==> src/rtl/intv_pkg.sv <==
package intv_pkg;
  // strobes issued by the control to the datapath on a prescaler wrap
  typedef struct packed {
    logic reload;   // load counter from pending period
    logic dec;      // decrement the running counter
    logic expire;   // interval has ended on this wrap
  } intvStb_t;
endpackage

==> src/rtl/intv_ctrl.sv <==
module intv_ctrl
  import intv_pkg::*;
#(
  parameter int PRESC_W = 12
) (
  input  logic     clk,
  input  logic     rst_n,
  input  logic     cntZero,
  input  logic     cntOne,
  input  logic     clrFlag,
  input  logic     intEn,
  output intvStb_t stb,
  output logic     doneFlag,
  output logic     irq
);
  logic [PRESC_W-1:0] psc;
  logic               pscWrap;

  // free-running prescaler, never touched by writes
  always_ff @(posedge clk) begin
    if (!rst_n) psc <= '0;
    else        psc <= psc + 1'b1;
  end

  assign pscWrap = &psc;

  always_comb begin
    stb        = '0;
    stb.expire = pscWrap && cntOne;
    stb.reload = pscWrap && (cntOne || cntZero);
    stb.dec    = pscWrap && !cntOne && !cntZero;
  end

  // sticky flag, a new expiry wins over a clear
  always_ff @(posedge clk) begin
    if (!rst_n)          doneFlag <= 1'b0;
    else if (stb.expire) doneFlag <= 1'b1;
    else if (clrFlag)    doneFlag <= 1'b0;
  end

  assign irq = doneFlag & intEn;
endmodule

==> src/rtl/intv_dp.sv <==
module intv_dp
  import intv_pkg::*;
#(
  parameter int PRESC_W = 12,
  parameter int INTV_W  = 36
) (
  input  logic              clk,
  input  logic              rst_n,
  input  logic              wrEn,
  input  logic [INTV_W-1:0] wrData,
  input  intvStb_t          stb,
  output logic [INTV_W-1:0] rdData,
  output logic              cntZero,
  output logic              cntOne
);
  localparam int CNT_W = INTV_W - PRESC_W;  // magnitude bits plus round-up carry

  logic [INTV_W-2:0] intvReg;
  logic [CNT_W-1:0]  pendPeriod;
  logic [CNT_W-1:0]  wrPeriod;
  logic [CNT_W-1:0]  count;
  logic              unusedBits;

  assign unusedBits = wrData[INTV_W-1] ^ stb.expire;

  // round a raw cycle count up to whole prescaler wraps
  assign wrPeriod = {1'b0, wrData[INTV_W-2:PRESC_W]}
                  + CNT_W'(|wrData[PRESC_W-1:0]);

  always_ff @(posedge clk) begin
    if (!rst_n) begin
      intvReg    <= '0;
      pendPeriod <= '0;
    end else if (wrEn) begin
      intvReg    <= wrData[INTV_W-2:0];
      pendPeriod <= wrPeriod;
    end
  end

  always_ff @(posedge clk) begin
    if (!rst_n)          count <= '0;
    else if (stb.reload) count <= pendPeriod;
    else if (stb.dec)    count <= count - 1'b1;
  end

  assign cntZero = (count == '0);
  assign cntOne  = (count == CNT_W'(1));
  assign rdData  = {1'b0, intvReg};
endmodule

==> src/rtl/intv_timer.sv <==
module intv_timer
  import intv_pkg::*;
#(
  parameter int PRESC_W = 12,
  parameter int INTV_W  = 36
) (
  input  logic              clk,
  input  logic              rst_n,
  input  logic              wrEn,
  input  logic [INTV_W-1:0] wrData,
  output logic [INTV_W-1:0] rdData,
  input  logic              clrFlag,
  input  logic              intEn,
  output logic              doneFlag,
  output logic              irq
);
  intvStb_t stb;
  logic     cntZero;
  logic     cntOne;

  intv_ctrl #(.PRESC_W(PRESC_W)) u_ctrl (
    .clk(clk), .rst_n(rst_n), .cntZero(cntZero), .cntOne(cntOne),
    .clrFlag(clrFlag), .intEn(intEn), .stb(stb),
    .doneFlag(doneFlag), .irq(irq)
  );

  intv_dp #(.PRESC_W(PRESC_W), .INTV_W(INTV_W)) u_dp (
    .clk(clk), .rst_n(rst_n), .wrEn(wrEn), .wrData(wrData),
    .stb(stb), .rdData(rdData), .cntZero(cntZero), .cntOne(cntOne)
  );
endmodule

==> config.mk <==
export PLATFORM = sky130hd
export DESIGN_NAME = intv_timer
export DESIGN_NICKNAME = d
export VERILOG_FILES = /design/src/rtl/intv_pkg.sv /design/src/rtl/intv_ctrl.sv /design/src/rtl/intv_dp.sv /design/src/rtl/intv_timer.sv
export SDC_FILE = /design/constraint.sdc
export NUM_CORES = 1
export LEC_CHECK = 0
export BUFFER_PORTS_ARGS = -buffer_cell sky130_fd_sc_hd__clkbuf_2
export CORE_MARGIN = 2
export CORE_UTILIZATION = 40
export CTS_BUF_LIST = sky130_fd_sc_hd__clkbuf_2 sky130_fd_sc_hd__clkbuf_4 sky130_fd_sc_hd__clkbuf_8
export CTS_CLUSTER_DIAMETER = 120
export DETAILED_ROUTE_END_ITERATION = 6
export PLACE_DENSITY = 0.61
export REMOVE_ABC_BUFFERS = 1
export SETUP_SLACK_MARGIN = 0.02
export SYNTH_ARGS = -nofsm -noshare
export SYNTH_HDL_FRONTEND = slang
export SYNTH_SLANG_ARGS = --single-unit
==> constraint.sdc <==
create_clock -name clk -period 2.7 [get_ports clk]
set_input_delay 0.27 -clock clk [delete_from_list [all_inputs] [get_ports clk]]
set_output_delay 0.27 -clock clk [all_outputs]
set_load 0.005 [all_outputs]
; Word-level counts from Yosys, hierarchy flattened
; Index checks and enable logic that the tools add are counted.
[op_classes]
addsub = 3
eq_ne = 1
mux = 4
bitwise_logic = 1
n_reduce_logical = 12
[ops]
columns = op, n
row1 = $mux 24, 2
row2 = $add 23x1->24, 1
row3 = $eq 24x1->1 const B, 1
row4 = $logic_not 24->1, 1
row5 = $sub 24x1->24 const B, 1
row6 = $add 12x1->12 const B, 1
row7 = $reduce_and 12->1, 1
row8 = $reduce_or 12->1, 1
row9 = $logic_and 1x1->1, 4
row10 = $reduce_bool 2->1, 2
row11 = $logic_not 1->1, 2
row12 = $mux 1, 2
row13 = $and 1x1->1, 1
row14 = $logic_or 1x1->1, 1
[totals]
register_bits = 96
wordCells = 26

; Logic depth before layout (Yosys ltp)
; Gate-level depths: netlist of run 1.
[logic_depth]
ltp_word = 6
ltp_mapped = 8

; Hierarchy
; Synthesis of run 1 repeated with hierarchy kept, for this count alone.
[unflattened]
hier_cells = 511
area_unflattened_um2 = 4514.3
[modules_own_cells]
columns = module, instances, cells_each, area_each_um2, seq_area_each_um2
row1 = intv_dp, 1, 442, 3916.3, 1661.6
row2 = intv_ctrl, 1, 69, 598.1, 260.2

; Least setup slack after synthesis of run 1
; OpenSTA, ideal clock, no wires.
[synth_timing]
path_kind = reg2reg
from = register u_dp.count[0]
to = register u_dp.count[20]
setup_ps = 126
arrival_ps = 1832
required_time_ps = 2574
slack_ps = 742
path_stages_with_launch = 8
path_buffers = 0
period_less_slack_ps = 1958
cell_sequence = dfxtp_1 inv_1 ha_1 nor3b_2 nand4_1 or3b_4 o311ai_2 o21ai_1
[synth_between]
elab_chain_len = 5
[synth_rtl]
columns = element, line
row1 = from (decl), intv_dp.sv:21  ; logic [CNT_W-1:0] count;
row2 = from (signal assigned), intv_dp.sv:42  ; else if (stb.reload) count <= pendPeriod;
row3 = from (signal assigned), intv_dp.sv:43  ; else if (stb.dec) count <= count - 1'b1;
row4 = branches (longest 5 deep; another with $sub 24x1->24), --
; Several ways; the timed one is not identified. The select of a mux whose other input is x is not followed.
; A chain may end at the register's enable or synchronous reset.

; Final worst setup path of run 1
[layout_timing]
from = register u_ctrl.psc[0]
to = register u_dp.count[1]
[layout_between]
elab_chain_len = 4
[layout_rtl]
columns = element, line
row1 = from (decl), intv_ctrl.sv:16  ; logic [PRESC_W-1:0] psc;
row2 = from (signal assigned), intv_ctrl.sv:22  ; else psc <= psc + 1'b1;
row3 = $reduce_and 12->1 (*), intv_ctrl.sv:25  ; assign pscWrap = &psc;
row4 = $logic_and 1x1->1 (2 in series), intv_ctrl.sv:31  ; stb.dec = pscWrap && !cntOne && !cntZero;
row5 = $reduce_bool 2->1 (no source line), --
; Every way passes the cells marked *; elsewhere a longest branch is shown, timed or not.

==> results.sh, run 1 <==
export IMPL_grt_use_total_pct=17.2
export IMPL_endpoint_kind="flip-flop"
export IMPL_crit_end="u_dp.count[1]"
export IMPL_grt_max_degree=32
export IMPL_reg2reg_slack_ns=0.46
export IMPL_nets=637
export IMPL_hold_slack_ns=0.154
export IMPL_worst_pin_slew_ns=0.711
export IMPL_routed_wl_um=10700
export IMPL_crit_cells=6
export IMPL_vias_per_cell=5.44
export IMPL_antenna_found_initial=0
export IMPL_cts_root_buffer="clkbuf_8"
export IMPL_drive_gt1_share_pct=21.3
export IMPL_clk_latency_ns=0.36
export IMPL_finalHoldViolCount=0
export IMPL_ys_seq_area_share_pct=41.5
export IMPL_firstDrtPassIters=4
export IMPL_layout_setup_ws_ns=0.459
export IMPL_final_cell_area_mm2=0.00537
export IMPL_placed_cell_area_mm2=0.00518
export IMPL_rows=39
export IMPL_die_area_mm2=0.0125
export IMPL_synth_area_mm2=0.00463
export IMPL_gp_routability_congestion=0.815
export IMPL_setup_tns_ns=0
export IMPL_netlist_instances=519
export IMPL_async_flop_share_pct=0
export IMPL_powerDensity_mw_per_mm2=501
export IMPL_yosys_warnings=0
export IMPL_ios=79
export IMPL_synth_edf_count=0
export IMPL_drv_slew=0
export IMPL_r2r_start="u_ctrl.psc[0]"
export IMPL_first_global_vias=3787
export IMPL_slew_headroom_pct=52.5
export IMPL_dp_hpwl_um=7590
export IMPL_die_h_um=112
export IMPL_cts_made_buffers=9
export IMPL_mostFrequentLayoutCells="dfxtp_1 (96), clkbuf_2 (75), nor2_1 (64)"
export IMPL_place_ws_ns=0.300
export IMPL_path_cells="ha_1 -> nand2_1 -> nor2_1 -> and2_1 -> nand2_1 -> o31ai_1"
export IMPL_critPathBufInv=0
export IMPL_setup_viol=0
export IMPL_hold_depth=3
export IMPL_cts_clk_slew_worst_paths_ns=0.10
export IMPL_leakage_uw=0.00236
export IMPL_regToRegEndpoint="u_dp.count[1]"
export IMPL_die_w_um=112
export IMPL_post_cts_resized=0
export IMPL_drc=0
export IMPL_start_kind="flip-flop"
export IMPL_mostFrequentLayoutCell="dfxtp_1"
export IMPL_grt_pass1_wl_um=18100
export IMPL_clock_sinks=96
export IMPL_postLayoutCoreUtil_pct=47.3
export IMPL_drv_cap=0
export IMPL_path_class="reg2reg"
export IMPL_max_stage_delay_ns=0.48
export IMPL_critPathMostFrequentCell="nand2_1"
export IMPL_path_delay_family="simple AND/OR/NAND/NOR gates"
export IMPL_critPathLaunch="u_ctrl.psc[0]"
export IMPL_ant_nets=0
export IMPL_ctsHoldBuffers=0
export IMPL_cts_tree="built"
export IMPL_grt_overflow_total=0
export IMPL_portBuffers=76
export IMPL_cts_path_max_buffers=2
export IMPL_ys_seq_elements=96
export IMPL_avgSynthCellArea_um2=8.92
export IMPL_drt_initial_drc_count=193
export IMPL_diodes=0
export IMPL_finClkSkew_ns=0.0134
export IMPL_synth_distinct_cells=61
export IMPL_reg2reg_depth=6
export IMPL_htreeDepth=3
export IMPL_cp_arrival_ns=2.52
export IMPL_finalCritPeriodShare_pct=83.0
export IMPL_start_util_pct=40.7
export IMPL_cp_slowest_cell="nand2_1"
export IMPL_min_path_type="in2reg"
export IMPL_status="finished clean"
export IMPL_fmax_mhz=446
export IMPL_cp_max_fo=17
export IMPL_synth_main_ff_cell="dfxtp_1"
export IMPL_peakVddDrop_uv=344
export IMPL_fp_coreArea_mm2=0.0114
export IMPL_grt_setup_unrepaired="no"
export IMPL_crit_required_ns=2.98
export IMPL_wire_per_inst_um=14.5
export IMPL_area_growth_pct=16.0
export IMPL_timing_final_crit_period_ns=2.24
export IMPL_cts_setup_buffers=0
export IMPL_dr_total_vias=4015
## how the worst min path moves through the flow
stage	start	end	slack (ns)
floorplan	wrEn	u_dp.pendPeriod[10]	0.36
global placement	u_ctrl.psc[0]	u_ctrl.psc[0]	0.43
detailed placement	u_ctrl.psc[0]	u_ctrl.psc[0]	0.45
CTS	wrData[3]	u_dp.intvReg[3]	0.14
global route	wrData[2]	u_dp.intvReg[2]	0.17
finish	wrData[3]	u_dp.intvReg[3]	0.15
## registers in the layout, summed over array words and instances (netlist names)
name / cells
u_dp.count: 24
u_dp.pendPeriod: 24
u_ctrl.psc: 12
u_dp.intvReg: 35
u_ctrl.doneFlag: 1
## layout make-up
class	count	area, um2
sequential	96	1920
timing repair buffer	92	515
tap	143	179
fill	1145	6000
inverter	8	30.0
clock buffer	9	124
multi-input combinational	383	2530
clock inverter	7	68.8
## synthesized netlist by cell type (9+ instances only)
cell type,n,area share (%)
a211oi_1,9,1.5
mux2i_1,49,11
nand4_1,15,2.0
clkbuf_1,21,1.7
and3_1,9,1.2
nor2_1,64,5.2
xor2_1,13,2.5
nand3_1,16,1.7
dfxtp_1,96,41
o21ai_0,12,1.3
nand2_1,40,3.2
a21oi_1,29,3.1
o22ai_1,14,1.9
## report_power, final
group	internal [uW]	switching [uW]
Sequential	1470	31.9
Clock	365	566
Combinational	121	138
## per-stage QoR
stage	total power (uW)	cells
after floorplan	1660	487
after global placement	1790	722
after detailed placement	1800	722
after CTS	2730	738
after global routing	2830	738
final	2690	738
## per-layer routing
metal	GRT usage (%)	vias up	part of all wire [%]
met3	2.23	14	3.5
met4	5.60	0	1.4
met5	0	-	0
met1	23.8	1889	48
li1	-	2035	-
met2	28.0	77	47
## logic make-up (layout without fill, tap and decap cells)
family | count (synthesis) | after routing | synth area share (%)
adder cells (fa/ha/maj) | 6 | 6 | 1.62
flip-flops | 96 | 96 | 41.5
AND/OR/NAND/NOR | 202 | 202 | 23.2
AO/OA/AOI/OAI | 103 | 103 | 15.0
buffers and inverters | 40 | 116 | 3.78
other | 1 | 1 | 0.0810
multiplexers | 50 | 50 | 10.8
XOR/XNOR | 21 | 21 | 3.97
## worst reg2reg max path, cell delays in order (launching register included)
cell and delay (ns):
dfxtp_1 0.38, ha_1 0.23, nand2_1 0.10, nor2_1 0.27, and2_1 0.33, nand2_1 0.49, o31ai_1 0.36
No activity file was read; power rests on OpenSTA's default activity.
==> run 2: changes to the inputs <==
--- a/config.mk
+++ b/config.mk
@@ -5,6 +5,7 @@
 export SDC_FILE = /design/constraint.sdc
 export NUM_CORES = 1
 export LEC_CHECK = 0
+export ABC_AREA = 1
 export BUFFER_PORTS_ARGS = -buffer_cell sky130_fd_sc_hd__clkbuf_2
 export CORE_MARGIN = 2
 export CORE_UTILIZATION = 40
==> constraint.sdc (replaced) <==
create_clock -name clk -period 2.2 [get_ports clk]
set_input_delay 0.22 -clock clk [delete_from_list [all_inputs] [get_ports clk]]
set_output_delay 0.22 -clock clk [all_outputs]
set_load 0.005 [all_outputs]
==> run 2 against run 1 <==
Compared with the run above:
- critical path depth increased by 5
- die area increased by 11%
- area after synthesis increased by 11%
- largest power group unchanged
- highest routed layer unchanged
==> results.sh, run 2 <==
export IMPL_status="finished clean"
export IMPL_clk_latency_ns=0.38
export IMPL_gp_routability_congestion=0.889
export IMPL_cts_path_max_buffers=2
export IMPL_dp_hpwl_um=9390
export IMPL_power_total_uw=3540
export IMPL_firstDrtPassIters=5
export IMPL_place_ws_ns=0.111
export IMPL_portBuffers=76
export IMPL_diodes=0
export IMPL_synth_area_mm2=0.00516
export IMPL_finalCritPeriodShare_pct=83.9
export IMPL_first_global_vias=4700
export IMPL_yosys_warnings=0
export IMPL_ys_seq_elements=96
export IMPL_ys_top_cells_by_count="nand2_1 (186), nor2_1 (109), dfxtp_1 (96)"
export IMPL_start_kind="flip-flop"
export IMPL_ios=79
export IMPL_switchingPower_uw=891
export IMPL_cts_root_buffer="clkbuf_8"
export IMPL_routed_wl_um=13000
export IMPL_grt_use_total_pct=19.3
export IMPL_rows=41
export IMPL_cts_tree="built"
export IMPL_dr_total_vias=4960
export IMPL_critPathBufInv=4
export IMPL_cts_clk_slew_worst_paths_ns=0.09
export IMPL_synth_main_ff_cell="dfxtp_1"
export IMPL_htreeDepth=3
export IMPL_drive_gt1_share_pct=15.8
export IMPL_grt_pass1_wl_um=22100
export IMPL_cp_slowest_cell="dfxtp_1"
export IMPL_endpoint_kind="flip-flop"
export IMPL_mostFrequentLayoutCell="nand2_1"
export IMPL_grt_overflow_total=0
export IMPL_antenna_found_initial=0
export IMPL_crit_required_ns=2.49
export IMPL_largest_register="u_dp.intvReg"
export IMPL_ant_nets=0
export IMPL_path_class="reg2reg"
export IMPL_cp_max_fo=30
export IMPL_mostFrequentLayoutCells="nand2_1 (186), nor2_1 (109), dfxtp_1 (96)"
export IMPL_grt_setup_unrepaired="no"
export IMPL_cts_setup_buffers=0
export IMPL_synth_top_cell_area_share_pct=37.2
export IMPL_p_int_uw=2650
export IMPL_max_stage_delay_ns=0.34
export IMPL_slew_headroom_pct=56.4
export IMPL_min_path_type="in2reg"
export IMPL_ctsHoldBuffers=0
export IMPL_grt_max_degree=73
export IMPL_pwr_share_comb_pct=9.8
export IMPL_netSwitchingFraction_pct=25.2
export IMPL_drv_slew=0
export IMPL_clockPowerShare_pct=38.3
export IMPL_finClkSkew_ns=0.00380
export IMPL_fp_coreArea_mm2=0.0126
export IMPL_die_h_um=118
export IMPL_area_growth_pct=14.9
export IMPL_synth_distinct_cells=40
export IMPL_share_seq_of_total_power_pct=51.9
export IMPL_die_w_um=118
export IMPL_path_delay_family="buffers and inverters"
export IMPL_reg_top3="u_dp.intvReg x35, u_dp.count x24, u_dp.pendPeriod x24"
export IMPL_yosysTopAreaCell="dfxtp_1"
export IMPL_path_cells="inv_1 -> ha_1 -> nor2_1 -> nor2_4 -> nand3_4 -> buf_4 -> clkinv_2 -> nand2_1 -> nand3_1 -> nand2_1 -> inv_1"
export IMPL_nets=890
export IMPL_setup_tns_ns=0
export IMPL_cp_arrival_ns=2.14
export IMPL_die_area_mm2=0.0138
export IMPL_setup_viol=0
export IMPL_timing_final_crit_period_ns=1.85
export IMPL_wire_per_inst_um=12.8
export IMPL_peakVddDrop_uv=436
export IMPL_fmax_mhz=541
export IMPL_worst_pin_slew_ns=0.650
export IMPL_synth_edf_count=0
export IMPL_drt_initial_drc_count=232
export IMPL_finalHoldViolCount=0
export IMPL_post_synth_top_count_cell="nand2_1"
export IMPL_synth_area_leaders="dfxtp_1 (37%), nand2_1 (14%), nor2_1 (7.9%)"
export IMPL_start_util_pct=40.9
export IMPL_powerDensity_mw_per_mm2=596
export IMPL_cts_made_buffers=9
export IMPL_layout_setup_ws_ns=0.353
export IMPL_ys_seq_area_share_pct=37.2
export IMPL_post_cts_resized=0
export IMPL_drc=0
export IMPL_drv_cap=0
export IMPL_vias_per_cell=4.86
export IMPL_clock_sinks=96
export IMPL_leakage_uw=0.00284
export IMPL_netlist_instances=777
export IMPL_avgSynthCellArea_um2=6.64
export IMPL_largest_reg_flops=35
export IMPL_async_flop_share_pct=0
run 2: cell types whose count changed in the layout (fill, tap and decap cells not counted), moves of 14 or more:
cell and delta:
nand2_1 +146, inv_1 +77, mux2i_1 -49, nor2_1 +45, nand3_1 +37, a21oi_1 +33, o21ai_0 +20, nand4_1 +15
o22ai_1 -14
run 2: metal layers:
metal  up-vias  global-route usage (%)  routed length (um)
met5         -                       0                   0
met4         0                    7.91                 261
li1       2647                       -                   -
met3        14                    3.54                 613
met1      2200                    25.6                6290
met2        99                    30.9                5870
run 2: final timing paths:
check | from | endpoint | slack [ns] | depth (start not counted)
worst max register to register | u_dp.count[0] | u_dp.count[3] | 0.35 | 11
worst min register to register | u_ctrl.psc[0] | u_ctrl.psc[0] | 0.45 | 1
worst max-delay path | u_dp.count[0] | u_dp.count[3] | 0.35 | 11
worst min-delay path | wrData[15] | u_dp.pendPeriod[3] | 0.06 | 2
run 2: stage by stage:
step	hold WS, ns	instances	area, um2	utilization (%)
2_1_floorplan	0.313	741	4970	-
3_3_place_gp	0.427	1004	5700	45.2
3_5_place_dp	0.433	1004	5700	45.2
4_1_cts	0.0395	1020	5930	47.0
5_1_grt	0.0699	1020	5930	47.0
6_report	0.0576	1020	5930	47.0
run 2: cell families (layout without fill, tap and decap cells):
group           count (synthesis)  count (layout)  share of synthesized area, %
compound gates                120             120                          12.8
xor+xnor                        8               8                          1.36
fa+ha+maj                       6               6                          1.45
buf+inv                       127             198                          10.4
flops                          96              96                          37.2
other cells                     1               1                        0.0726
simple gates                  419             419                          36.7
run 2: worst register-to-register path, cell delays in order (launching register included):
cell and delay, ns:
dfxtp_1 0.34, inv_1 0.10, ha_1 0.21, nor2_1 0.18
nor2_4 0.08, nand3_4 0.05, buf_4 0.32, clkinv_2 0.19
nand2_1 0.12, nand3_1 0.07, nand2_1 0.07, inv_1 0.03
run 2: final cells by class:
| cell class | instances | area, um2 |
|---|---|---|
| clock buffer | 12 | 153 |
| clock inverter | 4 | 76.3 |
| fill | 1404 | 6690 |
| inverter | 91 | 343 |
| multi-input combinational | 554 | 2700 |
| sequential | 96 | 1920 |
| tap | 172 | 215 |
| timing repair buffer | 91 | 518 |
run 2: power groups by stage:
| stage | sequential [uW] | combinational, uW | clock, uW |
|---|---|---|---|
| 4_1_cts | 1840 | 350 | 1390 |
| 2_1_floorplan | 1880 | 162 | 0 |
| 5_1_grt | 1850 | 394 | 1460 |
| 3_5_place_dp | 1880 | 348 | 0 |
| 3_3_place_gp | 1880 | 347 | 0 |
| 6_report | 1840 | 347 | 1350 |
==> run 3: changes to the inputs <==
==> constraint.sdc (replaced) <==
create_clock -name clk -period 1.7 [get_ports clk]
set_input_delay 0.17 -clock clk [delete_from_list [all_inputs] [get_ports clk]]
set_output_delay 0.17 -clock clk [all_outputs]
set_load 0.005 [all_outputs]
==> run 3 against run 2 <==
Compared with the run above:
- fmax increased by 16%
- via count rose by 4.2%
- global-route usage is 0.68 points higher
- die area is the same
- critical path type unchanged
- sequential share of layout area is 1.8 points lower
- sequential power grew 29%
- final area rose by 6.1%
- non-clock buffer count is 29 higher
- combinational power rose by 36%
- core utilization up 2.9 points
- highest routed layer unchanged
- final cell count increased by 2.7%
==> results.sh, run 3 (same netlist as run 2, synthesis figures left out) <==
export IMPL_die_h_um=118
export IMPL_finalHoldViolCount=0
export IMPL_drc=0
export IMPL_largest_register="u_dp.intvReg"
export IMPL_drv_slew=0
export IMPL_first_global_vias=4882
export IMPL_multi_input_area_mm2=0.00277
export IMPL_routed_wl_um=13800
export IMPL_setup_viol=0
export IMPL_peakVddDrop_uv=552
export IMPL_diodes=0
export IMPL_firstDrtPassIters=4
export IMPL_ant_nets=0
export IMPL_whs_endpoint="u_dp.pendPeriod[3]"
export IMPL_nets=919
export IMPL_nFillCells=1352
export IMPL_status="finished clean"
export IMPL_fmax_mhz=629
export IMPL_gp_routability_congestion=0.826
export IMPL_start_kind="flip-flop"
export IMPL_cp_max_fo=10
export IMPL_endpoint_kind="flip-flop"
export IMPL_seq_area_mm2=0.00192
export IMPL_reg2reg_slack_ns=0.11
export IMPL_grt_pass1_wl_um=23100
export IMPL_portBuffers=76
export IMPL_final_cell_area_mm2=0.00629
export IMPL_cts_clk_slew_worst_paths_ns=0.09
export IMPL_grt_use_total_pct=20.0
export IMPL_mostFrequentLayoutCells="nand2_1 (185), nor2_1 (105), dfxtp_1 (94)"
export IMPL_grt_overflow_total=0
export IMPL_reg_top3="u_dp.intvReg x35, u_dp.count x24, u_dp.pendPeriod x24"
export IMPL_drive_gt1_share_pct=20.0
export IMPL_vias_per_cell=4.93
export IMPL_start_util_pct=40.9
export IMPL_r2r_start="u_ctrl.psc[0]"
export IMPL_antenna_found_initial=0
export IMPL_path_class="reg2reg"
export IMPL_cts_root_buffer="clkbuf_8"
export IMPL_grt_max_degree=73
export IMPL_dp_hpwl_um=9740
export IMPL_cts_made_buffers=9
export IMPL_fin_cells=1048
export IMPL_drv_cap=0
export IMPL_htreeDepth=3
export IMPL_mostFrequentLayoutCell="nand2_1"
export IMPL_grt_setup_unrepaired="yes"
export IMPL_die_area_mm2=0.0138
export IMPL_hold_depth=2
export IMPL_crit_required_ns=2.03
export IMPL_clock_sinks=96
export IMPL_regToRegEndpoint="u_dp.count[8]"
export IMPL_largest_reg_flops=35
export IMPL_cts_tree="built"
export IMPL_hold_slack_ns=0.0177
export IMPL_leakage_uw=0.00301
export IMPL_ios=79
export IMPL_timing_final_crit_period_ns=1.59
export IMPL_powerDensity_mw_per_mm2=733
export IMPL_min_path_type="in2reg"
export IMPL_cp_arrival_ns=1.92
export IMPL_drt_initial_drc_count=282
export IMPL_wire_per_inst_um=13.2
export IMPL_clk_latency_ns=0.38
export IMPL_rows=41
export IMPL_fp_coreArea_mm2=0.0126
export IMPL_ctsHoldBuffers=0
export IMPL_finClkSkew_ns=0.0107
export IMPL_reg2reg_depth=10
export IMPL_dr_total_vias=5167
export IMPL_finalCritPeriodShare_pct=93.5
export IMPL_die_w_um=118
export IMPL_placed_cell_area_mm2=0.00592
export IMPL_dp_cells=1030
export IMPL_area_growth_pct=21.9
export IMPL_cts_path_max_buffers=2
export IMPL_worstHoldStart="wrData[15]"
[run 3: changes by cell type in the layout (fill, tap and decap cells not counted), moves of 3 or more]
cell / change
buf_4: +22
nor2_1: -4
buf_12: +3
buf_6: +3
nor4_1: -3
[run 3: critical path, stage by stage (launching register included)]
cell	delay [ns]
dfxtp_2	0.35
ha_2	0.18
nand2_2	0.07
nor2_4	0.15
nand2_1	0.10
inv_2	0.10
nand3_4	0.14
buf_12	0.19
a21oi_1	0.15
nand2_1	0.07
inv_1	0.04
[run 3: through the flow]
stage          total power, uW  setup TNS [ns]  util (%)  worst slack, ns
6_report                  4610               0      49.9            0.111
3_3_place_gp              2890           -1.88      46.9           -0.223
2_1_floorplan             2640               0         -           0.0419
5_1_grt                   4790         -0.0322      49.9          -0.0204
4_1_cts                   4620               0      48.7           0.0524
3_5_place_dp              2890           -2.44      46.9           -0.252
[run 3: power by group]
group	total (uW)	switching, uW	internal (uW)
combinational	471	282	189
sequential	2380	40.7	2340
clock	1760	853	908
[run 3: cell type report]
type                       instances  share of cell area (%)
multi-input combinational        554                    44.1
timing repair buffer             120                    12.7
sequential                        96                    30.6
inverter                          91                    5.53
clock inverter                     4                    1.21
tap                              172                    3.42
clock buffer                      11                    2.41
[run 3: worst max-delay path by stage]
stage,start,endpoint,slack [ns],cells past startpoint
final,u_ctrl.psc[0],u_dp.count[8],0.11,10
after global routing,wrData[2],u_dp.pendPeriod[20],-0.02,15
after CTS,u_ctrl.psc[0],u_dp.count[15],0.05,9
after detailed placement,wrData[10],u_dp.pendPeriod[20],-0.25,15
after global placement,wrData[10],u_dp.pendPeriod[20],-0.22,15
after floorplan,u_ctrl.psc[0],u_dp.count[4],0.04,10
[run 3: what timing repair did]
item                                    in CTS  in global routing
endpoints found under the setup margin       0                 31
resized for setup                            0                 27
setup buffers                                0                  2
endpoints found under the hold margin        0                  0
[run 3: metal layers]
metal,track usage (%),wire length (um)
met1,26.9,6650
met3,3.83,730
met2,32.6,6270
met5,0,0
met4,5.72,137
